--- src/rtl/sar_seq_pkg.sv ---
package sar_seq_pkg;
  typedef enum logic [2:0] {
    ST_IDLE,
    ST_INIT,
    ST_SYNC,
    ST_TEST,
    ST_LATCH
  } seq_state_e;
endpackage

--- src/rtl/sar_phase_div.sv ---
module sar_phase_div #(
  parameter int SLOT_CLKS = 4,
  localparam int PH_W = $clog2(SLOT_CLKS)
) (
  input  logic            clk_i,
  input  logic            rst_ni,
  output logic [PH_W-1:0] ph_o,
  output logic            last_o
);
  localparam logic [PH_W-1:0] PH_LAST = PH_W'(SLOT_CLKS - 1);

  logic [PH_W-1:0] ph_q;

  // free-running; no start input by design
  always_ff @(posedge clk_i or negedge rst_ni) begin
    if (!rst_ni)               ph_q <= '0;
    else if (ph_q == PH_LAST)  ph_q <= '0;
    else                       ph_q <= ph_q + 1'b1;
  end

  assign ph_o   = ph_q;
  assign last_o = (ph_q == PH_LAST);
endmodule

--- src/rtl/sar_word.sv ---
module sar_word #(
  parameter int DATA_W = 10
) (
  input  logic              clk_i,
  input  logic              rst_ni,
  input  logic              init_i,
  input  logic              ld_msb_i,
  input  logic              decide_i,
  input  logic              cmp_i,
  input  logic              latch_i,
  output logic [DATA_W-1:0] trial_o,
  output logic [DATA_W-1:0] result_o,
  output logic              last_bit_o
);
  localparam logic [DATA_W-1:0] MSB_ONLY = {1'b1, {(DATA_W-1){1'b0}}};

  logic [DATA_W-1:0] trial_q, msk_q, res_q;
  logic [DATA_W-1:0] keep_bit;

  assign keep_bit = cmp_i ? msk_q : '0;

  always_ff @(posedge clk_i or negedge rst_ni) begin
    if (!rst_ni) begin
      trial_q <= '0;
      msk_q   <= '0;
    end else if (init_i) begin
      trial_q <= '1;
      msk_q   <= '0;
    end else if (ld_msb_i) begin
      trial_q <= MSB_ONLY;
      msk_q   <= MSB_ONLY;
    end else if (decide_i) begin
      trial_q <= (trial_q & ~msk_q) | keep_bit | (msk_q >> 1);
      msk_q   <= msk_q >> 1;
    end
  end

  always_ff @(posedge clk_i or negedge rst_ni) begin
    if (!rst_ni)      res_q <= '0;
    else if (latch_i) res_q <= trial_q;
  end

  assign trial_o    = trial_q;
  assign result_o   = res_q;
  assign last_bit_o = msk_q[0];

  AST_DECIDE_ONEHOT: assert property (@(posedge clk_i) disable iff (!rst_ni)
    decide_i |-> $onehot0(msk_q) && (msk_q != '0));
endmodule

--- src/rtl/sar_ctrl_fsm.sv ---
module sar_ctrl_fsm
  import sar_seq_pkg::*;
#(
  parameter int SLOT_CLKS = 4,
  parameter int LATCH_DLY = 2,
  parameter int HOLD_PH   = 2,
  localparam int PH_W = $clog2(SLOT_CLKS)
) (
  input  logic            clk_i,
  input  logic            rst_ni,
  input  logic            strobe_i,
  input  logic            last_slot_i,
  input  logic [PH_W-1:0] ph_i,
  input  logic            last_bit_i,
  output seq_state_e      state_o,
  output logic            ld_msb_o,
  output logic            decide_o,
  output logic            latch_o,
  output logic            hold_o,
  output logic            done_o,
  output logic            eoc_o
);
  localparam int LCW = (LATCH_DLY > 1) ? $clog2(LATCH_DLY) : 1;
  localparam logic [LCW-1:0] LAST_CNT = LCW'(LATCH_DLY - 1);
  localparam logic [PH_W-1:0] HOLD_AT = PH_W'(HOLD_PH);

  seq_state_e     state_q, state_d;
  logic [LCW-1:0] cnt_q, cnt_d;
  logic           hold_q, done_q, eoc_q;
  logic           ld_msb, decide, latch;

  always_comb begin
    state_d = state_q;
    cnt_d   = cnt_q;
    ld_msb  = 1'b0;
    decide  = 1'b0;
    latch   = 1'b0;
    if (strobe_i) begin
      state_d = ST_INIT;
    end else begin
      unique case (state_q)
        ST_IDLE: state_d = ST_IDLE;
        ST_INIT: state_d = ST_SYNC;
        ST_SYNC: if (last_slot_i) begin
          state_d = ST_TEST;
          ld_msb  = 1'b1;
        end
        ST_TEST: if (last_slot_i) begin
          decide = 1'b1;
          if (last_bit_i) begin
            state_d = ST_LATCH;
            cnt_d   = '0;
          end
        end
        ST_LATCH: if (cnt_q == LAST_CNT) begin
          latch   = 1'b1;
          state_d = ST_IDLE;
        end else begin
          cnt_d = cnt_q + 1'b1;
        end
        default: state_d = ST_IDLE;
      endcase
    end
  end

  always_ff @(posedge clk_i or negedge rst_ni) begin
    if (!rst_ni) begin
      state_q <= ST_IDLE;
      cnt_q   <= '0;
    end else begin
      state_q <= state_d;
      cnt_q   <= cnt_d;
    end
  end

  always_ff @(posedge clk_i or negedge rst_ni) begin
    if (!rst_ni) begin
      hold_q <= 1'b0;
      done_q <= 1'b0;
      eoc_q  <= 1'b0;
    end else begin
      eoc_q <= latch;
      if (strobe_i) begin
        hold_q <= 1'b0;
        done_q <= 1'b0;
      end else begin
        if (state_q == ST_TEST && ph_i == HOLD_AT) hold_q <= 1'b1;
        if (latch) done_q <= 1'b1;
      end
    end
  end

  assign state_o  = state_q;
  assign ld_msb_o = ld_msb;
  assign decide_o = decide;
  assign latch_o  = latch;
  assign hold_o   = hold_q;
  assign done_o   = done_q;
  assign eoc_o    = eoc_q;

  AST_TEST_ALIGN: assert property (@(posedge clk_i) disable iff (!rst_ni)
    (state_q == ST_SYNC && last_slot_i && !strobe_i) |=> (ph_i == '0));
  AST_EOC_PULSE: assert property (@(posedge clk_i) disable iff (!rst_ni)
    eoc_q |=> !eoc_q);
  AST_DONE_KEEP: assert property (@(posedge clk_i) disable iff (!rst_ni)
    (done_q && !strobe_i) |=> done_q);
  AST_HOLD_FIRST: assert property (@(posedge clk_i) disable iff (!rst_ni)
    (state_q == ST_TEST && last_slot_i) |-> hold_q);
  AST_HOLD_KEEP: assert property (@(posedge clk_i) disable iff (!rst_ni)
    (hold_q && !strobe_i) |=> hold_q);
  AST_RESTART: assert property (@(posedge clk_i) disable iff (!rst_ni)
    strobe_i |=> (state_q == ST_INIT) && !done_q && !hold_q);
endmodule

--- src/rtl/sar_seq_core.sv ---
module sar_seq_core
  import sar_seq_pkg::*;
#(
  parameter int DATA_W    = 10,
  parameter int SLOT_CLKS = 4,
  parameter int LATCH_DLY = 2,
  parameter int HOLD_PH   = 2
) (
  input  logic              clk_i,
  input  logic              rst_ni,
  input  logic              cs_ni,
  input  logic              wr_ni,
  input  logic              cmp_i,
  output logic [DATA_W-1:0] trial_o,
  output logic              init_o,
  output logic              hold_o,
  output logic              busy_o,
  output logic              eoc_o,
  output logic              done_o,
  output logic [DATA_W-1:0] result_o
);
  localparam int PH_W = $clog2(SLOT_CLKS);

  logic            strobe;
  logic [PH_W-1:0] ph;
  logic            last_slot, last_bit;
  logic            ld_msb, decide, latch;
  seq_state_e      state;

  assign strobe = ~cs_ni & ~wr_ni;

  sar_phase_div #(.SLOT_CLKS(SLOT_CLKS)) u_phase (
    .clk_i  (clk_i),
    .rst_ni (rst_ni),
    .ph_o   (ph),
    .last_o (last_slot)
  );

  sar_ctrl_fsm #(
    .SLOT_CLKS (SLOT_CLKS),
    .LATCH_DLY (LATCH_DLY),
    .HOLD_PH   (HOLD_PH)
  ) u_fsm (
    .clk_i       (clk_i),
    .rst_ni      (rst_ni),
    .strobe_i    (strobe),
    .last_slot_i (last_slot),
    .ph_i        (ph),
    .last_bit_i  (last_bit),
    .state_o     (state),
    .ld_msb_o    (ld_msb),
    .decide_o    (decide),
    .latch_o     (latch),
    .hold_o      (hold_o),
    .done_o      (done_o),
    .eoc_o       (eoc_o)
  );

  sar_word #(.DATA_W(DATA_W)) u_word (
    .clk_i      (clk_i),
    .rst_ni     (rst_ni),
    .init_i     (strobe),
    .ld_msb_i   (ld_msb),
    .decide_i   (decide),
    .cmp_i      (cmp_i),
    .latch_i    (latch),
    .trial_o    (trial_o),
    .result_o   (result_o),
    .last_bit_o (last_bit)
  );

  assign init_o = (state == ST_INIT);
  assign busy_o = (state != ST_IDLE);

  AST_INIT_FULL: assert property (@(posedge clk_i) disable iff (!rst_ni)
    init_o |-> (trial_o == '1));
  AST_SYNC_WAIT: assert property (@(posedge clk_i) disable iff (!rst_ni)
    (state == ST_SYNC) |-> (trial_o == '1));
  AST_TRIAL_SLOT: assert property (@(posedge clk_i) disable iff (!rst_ni)
    (state == ST_TEST && !last_slot && !strobe) |=> $stable(trial_o));
  AST_RESULT_EOC: assert property (@(posedge clk_i) disable iff (!rst_ni)
    !$stable(result_o) |-> eoc_o);
  AST_EOC_DONE: assert property (@(posedge clk_i) disable iff (!rst_ni)
    eoc_o |-> done_o);
endmodule

--- config.mk ---
export PLATFORM = sky130hd
export DESIGN_NAME = sar_seq_core
export DESIGN_NICKNAME = d
export VERILOG_FILES = /design/src/rtl/sar_seq_pkg.sv /design/src/rtl/sar_phase_div.sv /design/src/rtl/sar_word.sv /design/src/rtl/sar_ctrl_fsm.sv /design/src/rtl/sar_seq_core.sv
export SDC_FILE = /design/constraint.sdc
export NUM_CORES = 1
export LEC_CHECK = 0
export ABC_AREA = 1
export BUFFER_PORTS_ARGS = -buffer_cell sky130_fd_sc_hd__buf_2
export CORE_ASPECT_RATIO = 1.4
export CORE_UTILIZATION = 42
export DETAILED_ROUTE_END_ITERATION = 10
export GPL_ROUTABILITY_DRIVEN = 1
export PLACE_DENSITY = 0.6
export SLEW_MARGIN = 20
export SYNTH_ARGS = -nofsm -noshare
export SYNTH_HDL_FRONTEND = slang
export SYNTH_SLANG_ARGS = --single-unit
--- constraint.sdc ---
create_clock -name clk_i -period 1.6 [get_ports clk_i]
set_input_delay 0.16 -clock clk_i [delete_from_list [all_inputs] [get_ports clk_i]]
set_output_delay 0.16 -clock clk_i [all_outputs]
set_load 0.1 [all_outputs]
==> impl_metrics.tcl <==
set metrics [dict create \
    status "finished, violations left" \
    violations "DRC" \
    ant_nets 0 \
    p_leak_nw 1.20 \
    htreeDepth 2 \
    place.gp.congestion 0.810 \
    dieArea_um2 4610 \
    layout.nets 265 \
    cts.sinks 39 \
    synthToLayoutAreaGrowth_pct 17.6 \
    drcViolationCount 2 \
    critical_path_class "reg2out" \
    hpwl_um 2770 \
    finalHoldViolations 0 \
    clk_latency_ns 0.29 \
    ys_seq_area_share_pct 53.5 \
    finClkSkew_ns 0.00396 \
    synth_commonest_cells "102 x nand2_1, 39 x dfrtp_1, 21 x nand3_1" \
    pin_count 30 \
    synth_edf_count 0 \
    power_mw 3.69 \
    coreArea_um2 4200 \
    postPlaceCellArea_um2 2030 \
    fmax_mhz 682 \
    fin_crit_sh_pct 91.6 \
    finalSetupViolCount 0 \
    vias_per_cell 5.02 \
    dp_slack_ns 0.206 \
    grt_max_degree 21 \
    path_max_fanout 6 \
    p_int_mw 1.89 \
    ir_drop_mv 1.03 \
    max_cap_violations 0 \
    start_kind "register" \
    diodes 0 \
    drt_pre_antenna_iters 7 \
    ys_types 17 \
    track_usage_pct 18.6 \
    synth_most_common_cell "nand2_1" \
    cts_buffers 5 \
    hp-class "in2reg" \
    maxSlewViolCount 0 \
    antenna_found_initial 0 \
    syn_nets 233 \
    synth_top_area_share_pct 53.5 \
    num_rows 28 \
    timing.final.crit_period_ns 1.47 \
    crit_required_ns 1.44 \
    power_density_nw_per_um2 1720 \
    syn_inst 226 \
    yosysTopAreaCell "dfrtp_1" \
    drt_iter0_drc 61 \
    slew_headroom_pct 67.7 \
    synth_area_leaders "dfrtp_1 54%, nand2_1 21%, nand3_1 5.8%, nand4_1 3.8%, inv_1 3.5%" \
    worst_pin_slew_ns 0.488 \
    stdcell_count 303 \
    p_comb_share_pct 43.3 \
    overflow 0 \
    pwr-share-clk_pct 21.3 \
    clockBufferDepth 2 \
    setup_ws_ns 0.135 \
    grt_pass1_vias 1473 \
    synth_warnings 0 \
    start_util_pct 43.4 \
    cp.arrival_ns 1.31 \
    ys.flop_type "dfrtp_1" \
    switchingPower_mw 1.80 \
    ys_ff_latch 39 \
    final_layout_size_suffix_gt1_share_pct 19.0 \
    grt_pass1_wl_um 6540 \
    seqPwrFrac_pct 35.4 \
    synthArstFlopShare_pct 100 \
    wl_per_cell_um 12.6 \
    cts_tree "done" \
    die_x_um 57.7 \
    dieHeight_um 80.0 \
    min_path_cells 5 \
    r2r_cells 6 \
    wl_um 3810 \
    portBuffers 29 \
    rsz0062_at_grt "no" \
    avgSynthCellArea_um2 8.07 \
    swShare_pct 48.8 \
    dp.cells 295 \
    mappedNetlistArea_um2 1820 \
    fin_area_um2 2140 \
    cp-end-kind "output port" \
    num_vias 1520 \
    setup_tns_ns 0 \
    cts.clk_slew.worst_paths_ns 0.07 \
    cts_root_buf "clkbuf_8" \
]
-- flip-flops by register name, indices dropped and copies added, names as in the netlist --
register         cells
u_word.msk_q        10
u_word.result_o     10
u_word.trial_o      10
u_fsm.state_o        3
u_phase.ph_o         2
u_fsm.cnt_q          1
u_fsm.done_o         1
u_fsm.eoc_o          1
u_fsm.hold_o         1
-- path summary, 6_finish.rpt --
check	to	startpoint	slack, ns
worst max-delay path	busy_o	u_fsm.state_o[1]	0.13
worst min-delay path	u_word.trial_o[9]	cmp_i	0.32
worst max register to register	u_word.trial_o[7]	u_phase.ph_o[0]	0.20
worst min register to register	u_phase.ph_o[0]	u_phase.ph_o[0]	0.47
max in group asynchronous	u_word.msk_q[6]	rst_ni	0.78
min in group asynchronous	u_fsm.eoc_o	rst_ni	0.36
-- layout make-up --
cell class	count	area, um2
repair buffers	34	225
inverters	21	78.8
clock buffers	6	72.6
fillers	447	2060
multi-input cells	157	706
well taps	45	56.3
clock inverters	1	30.0
flip-flops and latches	39	976
-- critical path, cell delays in order, from the launching register on --
cell and delay [ns]:
dfrtp_1 0.46, nor2_1 0.09, nand2_1 0.06, buf_2 0.41
-- cells by family after synthesis --
group           Yosys count  share of synthesized area (%)
compound gates            7                           1.92
fa+ha+maj                 2                           1.37
flops                    39                           53.5
buf+inv                  30                           7.75
simple gates            148                           35.4
-- layer usage --
metal | global-route usage (%) | wire length, um | share of wire, % | vias to the layer above
li1 | - | - | - | 770
met1 | 21.7 | 1680 | 44 | 714
met2 | 32.8 | 1930 | 51 | 27
met3 | 3.89 | 114 | 3.0 | 9
met4 | 7.86 | 84 | 2.2 | 0
met5 | 0 | 0 | 0 | -
-- cell usage in the layout (no fill, tap or decap) --
master           n
inv_2            4
buf_2           28
nand2_2          1
nor3_2           1
clkbuf_1         1
ha_1             2
nand3_1         21
clkbuf_8         5
buf_4            2
nand3_2          2
o21ai_0          7
inv_1           17
nor2_4           1
bufinv_16        1
nor2_1           8
dlygate4sd3_1    1
dfrtp_1         39
nand4_1         11
buf_12           3
nand2_4          1
nand2_1        102
-- stage by stage --
step / util (%) / hold WS (ns)
6_report: 51.0 / 0.319
3_3_place_gp: 48.3 / 0.149
5_1_grt: 51.0 / 0.391
2_1_floorplan: - / -0.136
4_1_cts: 51.0 / 0.312
3_5_place_dp: 48.3 / 0.150
-- what timing repair did --
item / CTS / global route
buffers inserted: 0 / 0
resized for setup: 0 / 0
setup endpoints to repair: 0 / 0
endpoints found under the hold margin: 19 / 0
hold buffers: 1 / 0
-- power by group through the flow --
stage | registers [mW] | logic [mW] | clock network, mW
after global placement | 1.33 | 1.59 | 0
after global routing | 1.33 | 1.69 | 0.843
after detailed placement | 1.32 | 1.60 | 0
final | 1.30 | 1.60 | 0.785
after CTS | 1.30 | 1.60 | 0.809
after floorplan | 2.09 | 0.526 | 0
Note: power is estimated with default switching activity, not from simulation.
